<file path="config.mk">
export PLATFORM = sky130hd
export DESIGN_NAME = dac_serial_tx
export DESIGN_NICKNAME = d
export VERILOG_FILES = /design/src/rtl/dac_tx_pkg.sv /design/src/rtl/dac_bit_timer.sv /design/src/rtl/dac_frame_seq.sv /design/src/rtl/dac_word_shifter.sv /design/src/rtl/dac_serial_tx.sv
export SDC_FILE = /design/constraint.sdc
export NUM_CORES = 1
export LEC_CHECK = 0
export BUFFER_PORTS_ARGS = -buffer_cell sky130_fd_sc_hd__buf_4
export CORE_MARGIN = 8
export CORE_UTILIZATION = 61
export CTS_CLUSTER_SIZE = 8
export DETAILED_ROUTE_END_ITERATION = 10
export MAX_ROUTING_LAYER = met4
export PLACE_DENSITY = 0.9
export SETUP_SLACK_MARGIN = 0.5
export SLEW_MARGIN = 20
export SYNTH_ARGS = -nofsm -noshare
export SYNTH_HDL_FRONTEND = slang
export SYNTH_SLANG_ARGS = --single-unit
</file>
<file path="constraint.sdc">
create_clock -name clk -period 4.1 [get_ports clk]
set_clock_uncertainty 0.1 [all_clocks]
set_input_delay 0.205 -clock clk [delete_from_list [all_inputs] [get_ports clk]]
set_output_delay 0.205 -clock clk [all_outputs]
set_load 0.02 [all_outputs]
</file>
<file path="src/rtl/dac_tx_pkg.sv">
package dac_tx_pkg;
  localparam int SAMPLE_W = 18;
  localparam int FRAME_W  = 24;
  localparam int PAD_W    = FRAME_W - SAMPLE_W;
  localparam int LE_SLOT  = 1;

  function automatic logic [FRAME_W-1:0] sign_extend(input logic [SAMPLE_W-1:0] s);
    return {{PAD_W{s[SAMPLE_W-1]}}, s};
  endfunction

  function automatic int low_cycles(input int div);
    return div - div / 2;
  endfunction
endpackage

</file>
<file path="src/rtl/dac_bit_timer.sv">
module dac_bit_timer #(
  parameter int DIV = 4
) (
  input  logic clk,
  input  logic rst_n,
  input  logic run,
  input  logic restart,
  output logic slot_end,
  output logic bclk_lvl
);
  import dac_tx_pkg::*;
  localparam int PW = (DIV > 1) ? $clog2(DIV) : 1;
  localparam int LO = low_cycles(DIV);

  logic [PW-1:0] phase;

  always_ff @(posedge clk) begin
    if (!rst_n) phase <= '0;
    else if (restart) phase <= '0;
    else if (run) phase <= (phase == PW'(DIV - 1)) ? '0 : phase + 1'b1;
  end

  assign slot_end = run && (phase == PW'(DIV - 1));
  assign bclk_lvl = run && (phase >= PW'(LO));


  phase_range_chk: assert property (@(posedge clk) disable iff (!rst_n)
    phase <= PW'(DIV - 1));

  slot_end_low_chk: assert property (@(posedge clk) disable iff (!rst_n)
    slot_end |=> !bclk_lvl);
endmodule

</file>
<file path="src/rtl/dac_frame_seq.sv">
module dac_frame_seq (
  input  logic clk,
  input  logic rst_n,
  input  logic accept,
  input  logic slot_end,
  output logic busy,
  output logic frame_end,
  output logic le_lvl
);
  import dac_tx_pkg::*;
  localparam int SW = $clog2(FRAME_W);

  logic [SW-1:0] slot;
  logic          last_slot;

  assign last_slot = (slot == SW'(FRAME_W - 1));
  assign frame_end = slot_end && last_slot;
  assign le_lvl    = busy && (slot >= SW'(LE_SLOT));

  always_ff @(posedge clk) begin
    if (!rst_n) begin
      busy <= 1'b0;
      slot <= '0;
    end else if (accept) begin
      busy <= 1'b1;
      slot <= '0;
    end else if (slot_end) begin
      if (last_slot) begin
        busy <= 1'b0;
        slot <= '0;
      end else begin
        slot <= slot + 1'b1;
      end
    end
  end


  slot_range_chk: assert property (@(posedge clk) disable iff (!rst_n)
    slot <= SW'(FRAME_W - 1));

  idle_slot_chk: assert property (@(posedge clk) disable iff (!rst_n)
    !busy |-> slot == '0);
endmodule

</file>
<file path="src/rtl/dac_word_shifter.sv">
module dac_word_shifter (
  input  logic                           clk,
  input  logic                           rst_n,
  input  logic                           load,
  input  logic [dac_tx_pkg::SAMPLE_W-1:0] sample,
  input  logic                           shift,
  output logic                           head_bit
);
  import dac_tx_pkg::*;

  logic [FRAME_W-1:0] word;

  always_ff @(posedge clk) begin
    if (!rst_n) word <= '0;
    else if (load) word <= sign_extend(sample);
    else if (shift) word <= {word[FRAME_W-2:0], 1'b0};
  end

  assign head_bit = word[FRAME_W-1];
endmodule

</file>
<file path="src/rtl/dac_serial_tx.sv">
module dac_serial_tx #(
  parameter int DIV = 4
) (
  input  logic        clk,
  input  logic        rst_n,
  input  logic        s_valid,
  input  logic [17:0] s_data,
  output logic        s_ready,
  output logic        bclk_o,
  output logic        sdata_o,
  output logic        le_o
);
  import dac_tx_pkg::*;

  logic accept, busy, slot_end, frame_end;
  logic bclk_lvl, le_lvl, head_bit;

  assign s_ready = !busy || frame_end;
  assign accept  = s_valid && s_ready;

  dac_bit_timer #(.DIV(DIV)) u_timer (
    .clk(clk), .rst_n(rst_n), .run(busy), .restart(accept),
    .slot_end(slot_end), .bclk_lvl(bclk_lvl)
  );

  dac_frame_seq u_seq (
    .clk(clk), .rst_n(rst_n), .accept(accept), .slot_end(slot_end),
    .busy(busy), .frame_end(frame_end), .le_lvl(le_lvl)
  );

  dac_word_shifter u_shift (
    .clk(clk), .rst_n(rst_n), .load(accept), .sample(s_data),
    .shift(slot_end), .head_bit(head_bit)
  );

  always_ff @(posedge clk) begin
    if (!rst_n) begin
      bclk_o  <= 1'b0;
      sdata_o <= 1'b0;
      le_o    <= 1'b0;
    end else begin
      bclk_o  <= bclk_lvl;
      sdata_o <= busy && head_bit;
      le_o    <= le_lvl;
    end
  end


  data_hold_chk: assert property (@(posedge clk) disable iff (!rst_n)
    bclk_o && $past(bclk_o) |-> $stable(sdata_o));

  le_fall_chk: assert property (@(posedge clk) disable iff (!rst_n)
    $fell(le_o) |-> $fell(bclk_o));

  le_rise_chk: assert property (@(posedge clk) disable iff (!rst_n)
    $rose(le_o) |-> $fell(bclk_o));

  idle_quiet_chk: assert property (@(posedge clk) disable iff (!rst_n)
    !busy && !accept |=> !bclk_o && !le_o && !sdata_o);

  frame_start_chk: assert property (@(posedge clk) disable iff (!rst_n)
    accept |=> ##1 (!le_o && !bclk_o));
endmodule

</file>
==> reports/qor.yml, run 1 <==
status: "finished clean"
required_ns: 3.80
route.detailed.drc: 0
syn_area_mm2: 0.00181
timing.final.ws_setup_ns: 2.00
period_share_pct: 51.3
synth_edf_count: 0
ctsRootBufferMaster: "clkbuf_4"
dieHeight_um: 70.5
setup_violations: 0
async_flop_share_pct: 0
cp-end-kind: "output pin"
leakagePower_uw: 0.000903
ant_nets: 0
drt_iter0_drc: 108
grt_remaining_overflow: 0
cts_tree: "built"
hold_end: "u_shift.word[15]$_SDFFE_PN0P_"
cts.sinks: 35
post-place-ws_ns: 1.85
final_hold_viol_count: 0
vias: 1490
ys_types: 37
cts_buffers: 5
path_class: "reg2out"
portBuffers: 24
ys_seq_elements: 35
die_x_um: 70.5
wire_per_inst_um: 13.3
hpwl_um: 2220
dpl_cell_area_mm2: 0.00196
yosysWarningCount: 0
fin_tns_setup_ns: 0
holdPathStages: 3
filler_cell_count: 217
diodes: 0
start_util_pct: 65.1
die_area_mm2: 0.00497
drtPass1Iterations: 6
rr_worst_depth: 4
max-slew-margin-rel_pct: 54.5
cts_setup_buffers: 0
avgSynthCellArea_um2: 8.54
ir_drop_mv: 0.280
hold_class: "in2reg"
yosysSeqAreaShare_pct: 38.7
worstMarginPinSlew_ns: 0.680
antenna_found_initial: 0
grt_max_degree: 49
r2r_start: "u_seq.slot[0]$_SDFFE_PP0P_"
synthFlopType: "dfxtp_1"
fin_crit_ns: 2.10
maxCapViolations: 0
powerDensity_mw_per_mm2: 323
place.gp.congestion: 0.820
final_common_cell: "nand2_1"
htreeDepth: 2
layout-drive-gt1-share_pct: 16.2
synth_fp_nets: 237
r2r_end: "u_shift.word[11]$_SDFFE_PN0P_"
fmax_mhz: 476
clk_pin_slew_ns: 0.10
cp_max_fo: 7
finish.utilization_pct: 72.9
ctsLongestPathBuffers: 2
startpoint_type: "flip-flop"
wl_um: 3460
num_rows: 19
grt_usage_pct: 15.0
reg2reg_setup_slack_ns: 2.09
nets: 252
cts-resized-gates: 0
fin_area_mm2: 0.00203
hp-start: "s_data[15]"
multi_input_area_mm2: 0.00102
io_pins: 25
mostFrequentLayoutCells: "36 x nand2_1, 34 x dfxtp_1, 25 x buf_4"
regArea_um2: 702
finalMaxSlewViolations: 0
clk_latency_ns: 0.34
coreArea_mm2: 0.00278
grt_pass1_vias: 1444
drt-vias-per-instance: 5.75
cts_hold_buffers: 0
rsz0062_at_grt: "false"
netlist_instances: 212
cp.arrival_ns: 1.80
syn_to_final_growth_pct: 12.0
grt_pass1_wl_um: 6060
## flip-flops by register name (all words and copies together) (netlist names)
| signal | count |
|---|---|
| u_timer.phase | 2 |
| le_o | 1 |
| sdata_o | 1 |
| u_seq.slot | 5 |
| u_seq.busy | 1 |
| bclk_o | 1 |
| u_shift.word | 24 |
## cell families after synthesis
family | count (synthesis) | synth area share (%)
AO/OA/AOI/OAI | 56 | 20.7
XOR/XNOR | 1 | 0.484
adder cells (fa/ha/maj) | 4 | 2.76
buffers and inverters | 21 | 5.18
flip-flops | 35 | 38.7
multiplexers | 18 | 9.95
AND/OR/NAND/NOR | 77 | 22.3
## area by class of cell
cell class,instances,share of cell area [%]
multi-input cells,156,50.1
repair buffers,25,9.25
well taps,31,1.91
flip-flops and latches,35,34.6
inverters,4,0.740
clock buffers,8,3.39
## worst max-delay path, stage by stage, from the launching register on
cell	delay, ns
dfxtp_1	0.38
ha_1	0.31
and4b_1	0.27
a21boi_0	0.27
inv_1	0.08
buf_4	0.16
## worst max-delay path by stage
stage | cells after the start | to | slack, ns | start
floorplan | 5 | u_shift.word[10]$_SDFFE_PN0P_ | 2.45 | u_seq.slot[0]$_SDFFE_PP0P_
global placement | 3 | u_seq.slot[0]$_SDFFE_PP0P_ | 1.91 | u_seq.busy$_SDFFE_PN0P_
detailed placement | 3 | u_seq.slot[0]$_SDFFE_PP0P_ | 1.85 | u_seq.busy$_SDFFE_PN0P_
CTS | 3 | s_ready | 1.79 | u_seq.busy$_SDFFE_PN0P_
global route | 5 | s_ready | 1.81 | u_seq.slot[0]$_SDFFE_PP0P_
finish | 5 | s_ready | 2.00 | u_seq.slot[0]$_SDFFE_PP0P_
## cells in the mapped netlist (all sizes together) (3+ instances only)
cell	n	area, um2
nand2	36	135
dfxtp	35	701
a21boi	19	143
and3	18	113
mux2i	18	180
o21ai	18	101
clkbuf	13	50.0
a31oi	7	43.8
a21oi	6	30.0
nor2	6	22.5
buf	4	28.8
ha	4	50.1
inv	4	15.0
nand4	3	18.8
nor2b	3	18.8
## stage by stage
step | cells | hold WS (ns) | power [uW]
floorplan | 212 | 0.248 | 430
global placement | 251 | 0.363 | 451
detailed placement | 251 | 0.370 | 453
CTS | 259 | 0.00283 | 660
global route | 259 | 0.00266 | 687
finish | 259 | 0.0102 | 656
## power by group
group          internal, uW  switching [uW]  leakage (uW)
sequential              358            14.9      0.000287
combinational          38.7            34.7      0.000577
clock                   101             108     0.0000386
total                   498             158      0.000903
## layer usage
metal	track usage (%)	vias up	part of all wire, %	routed length [um]
met1	16.4	680	48	1650
met5	-	-	0	0
met3	4.66	7	3.4	117
met2	24.7	27	47	1640
li1	-	776	-	-
met4	6.03	0	1.5	53
(Power assumes the default switching activity.)
==> run 2, diff against run 1 <==
CORE_UTILIZATION = 56   (was 61)
PLACE_DENSITY = 0.84   (was 0.9)
clock period = 2.1 ns   (was 4.1 ns; I/O delays follow)
==> run 2 against run 1 <==
Effect of this change: largest cell class unchanged; via count up 9.9%; sequential power up 92%; non-clock buffer count up 31; register-to-register slack worse by 1.6 ns; routed wire length up 20%; sequential share of layout area down 4.6 points; die area up 6.9%.
==> reports/qor.yml, run 2 (synthesis gave the netlist of run 1 again) <==
mostFrequentLayoutCells: "35 x nand2_1, 35 x buf_4, 30 x dfxtp_1"  # was 36 x nand2_1, 34 x dfxtp_1, 25 x buf_4
cp_max_fo: 4  # was 7
largest_reg_flops: 24  # unchanged
finalMaxSlewViolations: 0  # unchanged
maxCapViolations: 0  # unchanged
largest-register: "u_shift.word"  # unchanged
hold_class: "in2reg"  # unchanged
cts_tree: "built"  # unchanged
cp.arrival_ns: 1.45  # was 1.80 ns
fmax_mhz: 605
final_hold_viol_count: 0  # unchanged
regArea_um2: 712  # was 702 um2
vias: 1637  # was 1,490
grt_pass1_vias: 1542  # was 1,444
syn_to_final_growth_pct: 31.2  # was 12.0%
num_rows: 20  # was 19
htreeDepth: 2  # unchanged
io_pins: 25  # unchanged
rsz0062_at_grt: "true"  # was false
status: "finished clean"  # unchanged
dieHeight_um: 72.9  # was 70.5 um
wire_per_inst_um: 13.7  # was 13.3 um
grt_max_degree: 41  # was 49
period_share_pct: 78.8
biggestRegsByFlops: "u_shift.word (24), u_seq.slot (5), u_timer.phase (2)"  # unchanged
ctsRootBufferMaster: "clkbuf_4"  # unchanged
layout-drive-gt1-share_pct: 23.6  # was 16.2%
antenna_found_initial: 0  # unchanged
critPathMaxStageDelay_ns: 0.37  # was 0.38 ns
cts_buffers: 5  # unchanged
drt_iter0_drc: 120  # was 108
place.gp.congestion: 0.811  # was 0.820
leakagePower_uw: 0.00105  # was 0.000903 uW
startpoint_type: "flip-flop"  # unchanged
ctsLongestPathBuffers: 2  # unchanged
die_area_mm2: 0.00531  # was 0.00497 mm2
grt_usage_pct: 16.6  # was 15.0%
nets: 283  # was 252
ant_nets: 0  # unchanged
fin_tns_setup_ns: 0  # unchanged
fin_crit_ns: 1.65
required_ns: 1.89  # was 3.80 ns
drt-vias-per-instance: 5.40  # was 5.75
filler_cell_count: 208  # was 217
route.detailed.drc: 0  # unchanged
max-slew-margin-rel_pct: 74.2  # was 54.5%
dp.cells: 269  # was 251
slowest_stage: "dfxtp_4"  # was dfxtp_1
coreArea_mm2: 0.00308  # was 0.00278 mm2
start_util_pct: 58.8  # was 65.1%
cts.sinks: 35  # unchanged
ir_drop_mv: 0.510  # was 0.280 mV
grt_pass1_wl_um: 6810  # was 6060 um
setup_violations: 0  # unchanged
multi_input_area_mm2: 0.00106  # was 0.00102 mm2
wl_um: 4160  # was 3460 um
die_x_um: 72.9  # was 70.5 um
worstMarginPinSlew_ns: 0.386  # was 0.680 ns
path_delay_family: "flip-flops"  # unchanged
path_class: "reg2out"  # unchanged
cp-end-kind: "output pin"  # unchanged
grt_remaining_overflow: 0  # unchanged
powerDensity_mw_per_mm2: 539  # was 323 mW/mm2
portBuffers: 24  # unchanged
drtPass1Iterations: 4  # was 6
fin_cells: 303  # was 259
diodes: 0  # unchanged
cp_num_buf_inv: 2  # unchanged
path_cells: "ha_4, and4b_2, a21boi_2, inv_1, buf_6"  # was ha_1, and4b_1, a21boi_0, inv_1, buf_4
clk_latency_ns: 0.35  # was 0.34 ns
finish.utilization_pct: 77.2  # was 72.9%
clk_pin_slew_ns: 0.11  # was 0.10 ns
hpwl_um: 2390  # was 2220 um
[run 2: where the power goes]
| group | switching, uW | internal (uW) | total, uW |
|---|---|---|---|
| logic | 89.0 | 111 | 200 |
| clock network | 231 | 130 | 362 |
| registers | 20.8 | 697 | 718 |
[run 2: metrics by stage]
stage | total power, uW | hold WS, ns | area [um2] | setup WS (ns)
6_report | 1280 | 0.0733 | 2380 | 0.446
5_1_grt | 1330 | 0.0877 | 2380 | 0.399
4_1_cts | 1270 | 0.0517 | 2330 | 0.460
3_5_place_dp | 891 | 0.270 | 2010 | 0.378
3_3_place_gp | 886 | 0.264 | 2010 | 0.446
2_1_floorplan | 839 | 0.148 | 1810 | 0.504
[run 2: worst reg2reg max path, cell delays in order (launching register included)]
cell     delay [ns]
dfxtp_4        0.37
ha_4           0.16
and4b_2        0.24
buf_4          0.15
or3_4          0.36
a21oi_2        0.13
[run 2: metal layers]
metal | wire (um) | GRT usage, % | up-vias
met5 | 0 | - | -
met4 | 40 | 7.56 | 0
met3 | 159 | 3.98 | 4
met2 | 2090 | 26.9 | 35
met1 | 1870 | 18.8 | 762
li1 | - | - | 836
[run 2: repair_timing]
item | in CTS | in global routing
pin swaps | 2 | 2
hold buffers | 18 | 0
buffers inserted | 6 | 2
resized for setup | 14 | 8
endpoints found under the setup margin | 28 | 28
hold endpoints to repair | 19 | 0
[run 2: path summary, 6_finish.rpt]
path / endpoint / from / slack (ns) / cells past startpoint
worst min-delay path: u_seq.busy$_SDFFE_PN0P_ / rst_n / 0.07 / 2
worst max register to register: u_seq.slot[0]$_SDFFE_PP0P_ / u_seq.slot[1]$_SDFFE_PP0P_ / 0.52 / 5
worst max-delay path: s_ready / u_seq.slot[1]$_SDFFE_PP0P_ / 0.45 / 5
worst min register to register: u_shift.word[19]$_SDFFE_PN0P_ / u_shift.word[19]$_SDFFE_PN0P_ / 0.39 / 2
[run 2: final cells by class]
cell class                 count  area share (%)
clock inverter                 1           0.211
tap                           44            2.32
clock buffer                   7            1.90
inverter                       4           0.632
multi-input combinational    156            44.5
timing repair buffer          56            20.4
sequential                    35            30.0
==> run 3, diff against run 2 <==
ABC_AREA = 1   (was not set)
CORE_UTILIZATION = 51   (was 56)
PLACE_DENSITY = 0.81   (was 0.84)
clock period = 1.44 ns   (was 2.1 ns; I/O delays follow)
==> run 3 against run 2 <==
Effect of this change: the run now ends with hold timing, setup timing left; global-route usage grew 1.4 points; synthesized cell count rose by 27%; non-clock buffer count rose by 13; via count up 18%; worst setup slack got worse by 0.62 ns; sequential cell count stayed put; clock power increased by 68%; largest power group unchanged; clock-buffer cell count is 1 higher; core utilization grew 1.5 points; die area up 8.0%; sequential share of layout area decreased by 3.4 points; register-to-register slack worse by 0.69 ns.
==> reports/qor.yml, run 3 <==
status: "finished with violations"  # was finished clean
violations: "hold timing, setup timing"
drt_iter0_drc: 188  # was 120
dp.cells: 344  # was 269
wl_um: 4990  # was 4160 um
grt_use_met3_pct: 4.47  # was 3.98%
rr_worst_depth: 10  # was 5
required_ns: 1.59  # was 1.89 ns
holdPathStages: 3  # was 2
clk_latency_ns: 0.34  # was 0.35 ns
synth_edf_count: 0  # unchanged
mostFrequentLayoutCells: "45 x buf_4, 39 x inv_1, 39 x nand2_1"  # was 35 x nand2_1, 35 x buf_4, 30 x dfxtp_1
rsz0062_at_grt: "true"  # unchanged
synthFlopType: "dfxtp_1"  # unchanged
largest-register: "u_shift.word"  # unchanged
worstMarginPinSlew_ns: 0.233  # was 0.386 ns
coreArea_mm2: 0.00339  # was 0.00308 mm2
period_share_pct: 112
switching_share_pct: 26.4  # was 26.7%
critPathMaxStageDelay_ns: 0.42  # was 0.37 ns
die_x_um: 75.7  # was 72.9 um
setup_violations: 33  # was 0
cts.sinks: 35  # unchanged
synth_top_area_share_pct: 38.5  # was 38.7%
htreeDepth: 2  # unchanged
cts_tree: "built"  # unchanged
cp.arrival_ns: 1.77  # was 1.45 ns
drtPass1Iterations: 5  # was 4
hold_end: "u_shift.word[9]$_SDFFE_PN0P_"  # was u_seq.busy$_SDFFE_PN0P_
avgSynthCellArea_um2: 6.76  # was 8.54 um2
path_delay_family: "simple AND/OR/NAND/NOR gates"  # was flip-flops
powerDensity_mw_per_mm2: 765  # was 539 mW/mm2
fin_cells: 379  # was 303
io_pins: 25  # unchanged
yosysMostFrequentCell: "nand2_1"  # unchanged
r2r_end: "u_shift.word[12]$_SDFFE_PN0P_"  # was u_seq.slot[0]$_SDFFE_PP0P_
startpoint_type: "flip-flop"  # unchanged
grt_pass1_vias: 1755  # was 1,542
route.detailed.drc: 0  # unchanged
netlist_instances: 269  # was 212
r2r_start: "u_seq.slot[4]$_SDFFE_PP0P_"  # was u_seq.slot[1]$_SDFFE_PP0P_
reg2reg_setup_slack_ns: -0.17  # was 0.52 ns
syn_area_mm2: 0.00182  # was 0.00181 mm2
grt_use_met1_pct: 19.6  # was 18.8%
start_util_pct: 53.7  # was 58.8%
ant_nets: 0  # unchanged
num_rows: 21  # was 20
yosysSeqAreaShare_pct: 38.5  # was 38.7%
maxCapViolations: 0  # unchanged
post-place-ws_ns: -0.0970  # was 0.378 ns
clkPwrFrac_pct: 29.8  # was 28.3%
cp_max_fo: 9  # was 4
synth_top_area_cell: "dfxtp_1"  # unchanged
portBuffers: 24  # unchanged
drt-vias-per-instance: 5.09  # was 5.40
fin_crit_ns: 1.61
p_seq_share_pct: 50.7  # was 56.1%
ir_drop_mv: 0.610  # was 0.510 mV
grt_busiest_layer: "met2"  # unchanged
synth_commonest_cells: "43 x nand2_1, 42 x inv_1, 41 x nor2_1, 38 x nand3_1, 35 x dfxtp_1"  # was 36 x nand2_1, 35 x dfxtp_1, 18 x and3_1, 18 x mux2i_1, 17 x a21boi_0
use_met2_pct: 30.1  # was 26.9%
leakagePower_uw: 0.00127  # was 0.00105 uW
async_flop_share_pct: 0  # unchanged
grt_usage_pct: 18.0  # was 16.6%
holdWs_ns: -0.0294  # was 0.0733 ns
hpwl_um: 2770  # was 2390 um
grt_max_degree: 19  # was 41
cts_buffers: 5  # unchanged
grt_pass1_wl_um: 7690  # was 6810 um
share_comb_of_total_power_pct: 19.5  # was 15.7%
path_cells: "inv_1, nor2_1, nand2_2, nand2_4, buf_4, nand2_8, nand2_1, nand3_1, nand2_1, inv_1"  # was ha_4, and4b_2, a21boi_2, inv_1, buf_6
final_common_cell: "buf_4"
synth_fp_nets: 294  # was 237
ctsLongestPathBuffers: 2  # unchanged
ys_seq_elements: 35  # unchanged
antenna_found_initial: 0  # unchanged
path_class: "reg2reg"  # was reg2out
slowest_stage: "dfxtp_1"  # was dfxtp_4
biggestRegsByFlops: "u_shift.word (24), u_seq.slot (5), u_timer.phase (2)"  # unchanged
place.gp.congestion: 0.808  # was 0.811
final_hold_viol_count: 6  # was 0
layout-drive-gt1-share_pct: 32.7  # was 23.6%
nets: 357  # was 283
ctsRootBufferMaster: "clkbuf_4"  # unchanged
yosysWarningCount: 0  # unchanged
dieHeight_um: 75.7  # was 72.9 um
cp-end-kind: "flip-flop"  # was output pin
finalMaxSlewViolations: 0  # unchanged
p_sw_uw: 539  # was 341 uW
largest_reg_flops: 24  # unchanged
die_area_mm2: 0.00573  # was 0.00531 mm2
filler_cell_count: 193  # was 208
fmax_mhz: 620
diodes: 0  # unchanged
hp-start: "rst_n"  # unchanged
ys_types: 23  # was 37
ys_top_cells_by_area: "dfxtp_1 39%, nand3_1 10%, nand2_1 8.9%, inv_1 8.7%, nor2_1 8.5%"  # was dfxtp_1 39%, mux2i_1 10%, nand2_1 7.5%, a21boi_0 7.0%, and3_1 6.2%
cp_num_buf_inv: 3  # was 2
grt_remaining_overflow: 0  # unchanged
vias: 1930  # was 1,637
p_int_uw: 1500  # was 939 uW
cts_hold_buffers: 17  # was 18
timing.final.ws_setup_ns: -0.174  # was 0.446 ns
clk_pin_slew_ns: 0.11  # about the same
syn_to_final_growth_pct: 46.7  # was 31.2%
max-slew-margin-rel_pct: 84.5  # was 74.2%
wire_per_inst_um: 13.2  # was 13.7 um
hold_class: "in2reg"  # unchanged
-- run 3: cell count changes after synthesis, sizes merged, moves of 3 or more --
| cell | previous run | this run |
|---|---|---|
| inv | 4 | 43 |
| nand3 | 1 | 38 |
| nor2 | 6 | 42 |
| and3 | 18 | 0 |
| mux2i | 18 | 0 |
| or2 | 0 | 16 |
| nand2 | 36 | 47 |
| a21boi | 19 | 9 |
| o21ai | 18 | 9 |
| a31oi | 7 | 0 |
| clkbuf | 13 | 8 |
| nor3 | 0 | 5 |
| nand4 | 3 | 0 |
| nor2b | 3 | 0 |
-- run 3: power by group through the flow --
stage | combinational, uW | sequential, uW | clock [uW]
after detailed placement | 288 | 1060 | 0
after CTS | 372 | 1030 | 618
after global placement | 283 | 1050 | 0
after global routing | 435 | 1040 | 672
after floorplan | 192 | 1050 | 0
final | 398 | 1040 | 608
-- run 3: metal layers --
metal | routed length, um | share of wire (%)
met1 | 2080 | 42
met2 | 2460 | 49
met3 | 339 | 6.8
met4 | 112 | 2.2
met5 | 0 | 0
-- run 3: kinds of logic (layout without fill, tap and decap cells) --
kind of cell             Yosys count  in the layout  synth area share [%]
AO/OA/AOI/OAI                     24             24                  7.98
adder cells (fa/ha/maj)            4              4                  2.75
buffers and inverters             57            120                  12.9
flip-flops                        35             35                  38.5
AND/OR/NAND/NOR                  149            150                  37.8
-- run 3: cell type report --
class                   instances  area (um2)  share of cell area [%]
clock buffers                   8        68.8                    2.58
flip-flops and latches         35         709                    26.6
well taps                      46        57.6                    2.16
inverters                      43         164                    6.14
multi-input cells             178        1060                    39.8
repair buffers                 69         608                    22.8
-- run 3: per-stage QoR --
step	utilization [%]	area [um2]	setup TNS, ns	hold slack [ns]	total power, uW
final	78.7	2670	-3.40	-0.0294	2040
after global routing	78.7	2670	-6.01	-0.0435	2150
after CTS	75.3	2550	-1.78	-0.0473	2020
after detailed placement	64.3	2180	-1.01	0.270	1340
after global placement	64.3	2180	-0.289	0.274	1340
after floorplan	-	1860	-0.238	0.136	1240
-- run 3: how the worst max path moves through the flow --
stage	start	endpoint	slack [ns]	depth (start not counted)
CTS	u_seq.slot[1]$_SDFFE_PP0P_	s_ready	-0.13	7
detailed placement	u_timer.phase[1]$_SDFFE_PP0P_	u_seq.slot[3]$_SDFFE_PP0P_	-0.1	8
global route	u_seq.slot[4]$_SDFFE_PP0P_	u_shift.word[13]$_SDFFE_PN0P_	-0.26	10
finish	u_seq.slot[4]$_SDFFE_PP0P_	u_shift.word[12]$_SDFFE_PN0P_	-0.17	10
floorplan	u_seq.slot[0]$_SDFFE_PP0P_	u_shift.word[16]$_SDFFE_PN0P_	-0.03	11
global placement	u_timer.phase[1]$_SDFFE_PP0P_	u_seq.slot[3]$_SDFFE_PP0P_	-0.03	8
-- run 3: worst reg2reg max path, cell delays in order, from the launching register on --
cell     delay (ns)
dfxtp_1        0.42
inv_1          0.08
nor2_1         0.16
nand2_2        0.12
nand2_4        0.10
buf_4          0.18
nand2_8        0.10
nand2_1        0.07
nand3_1        0.08
nand2_1        0.10
inv_1          0.04
-- run 3: what timing repair did --
action	in CTS	in global routing
gates cloned	1	0
gates resized for setup	21	18
buffers inserted	4	5
endpoints found under the hold margin	24	7
pin swaps	2	1
endpoints found under the setup margin	38	38
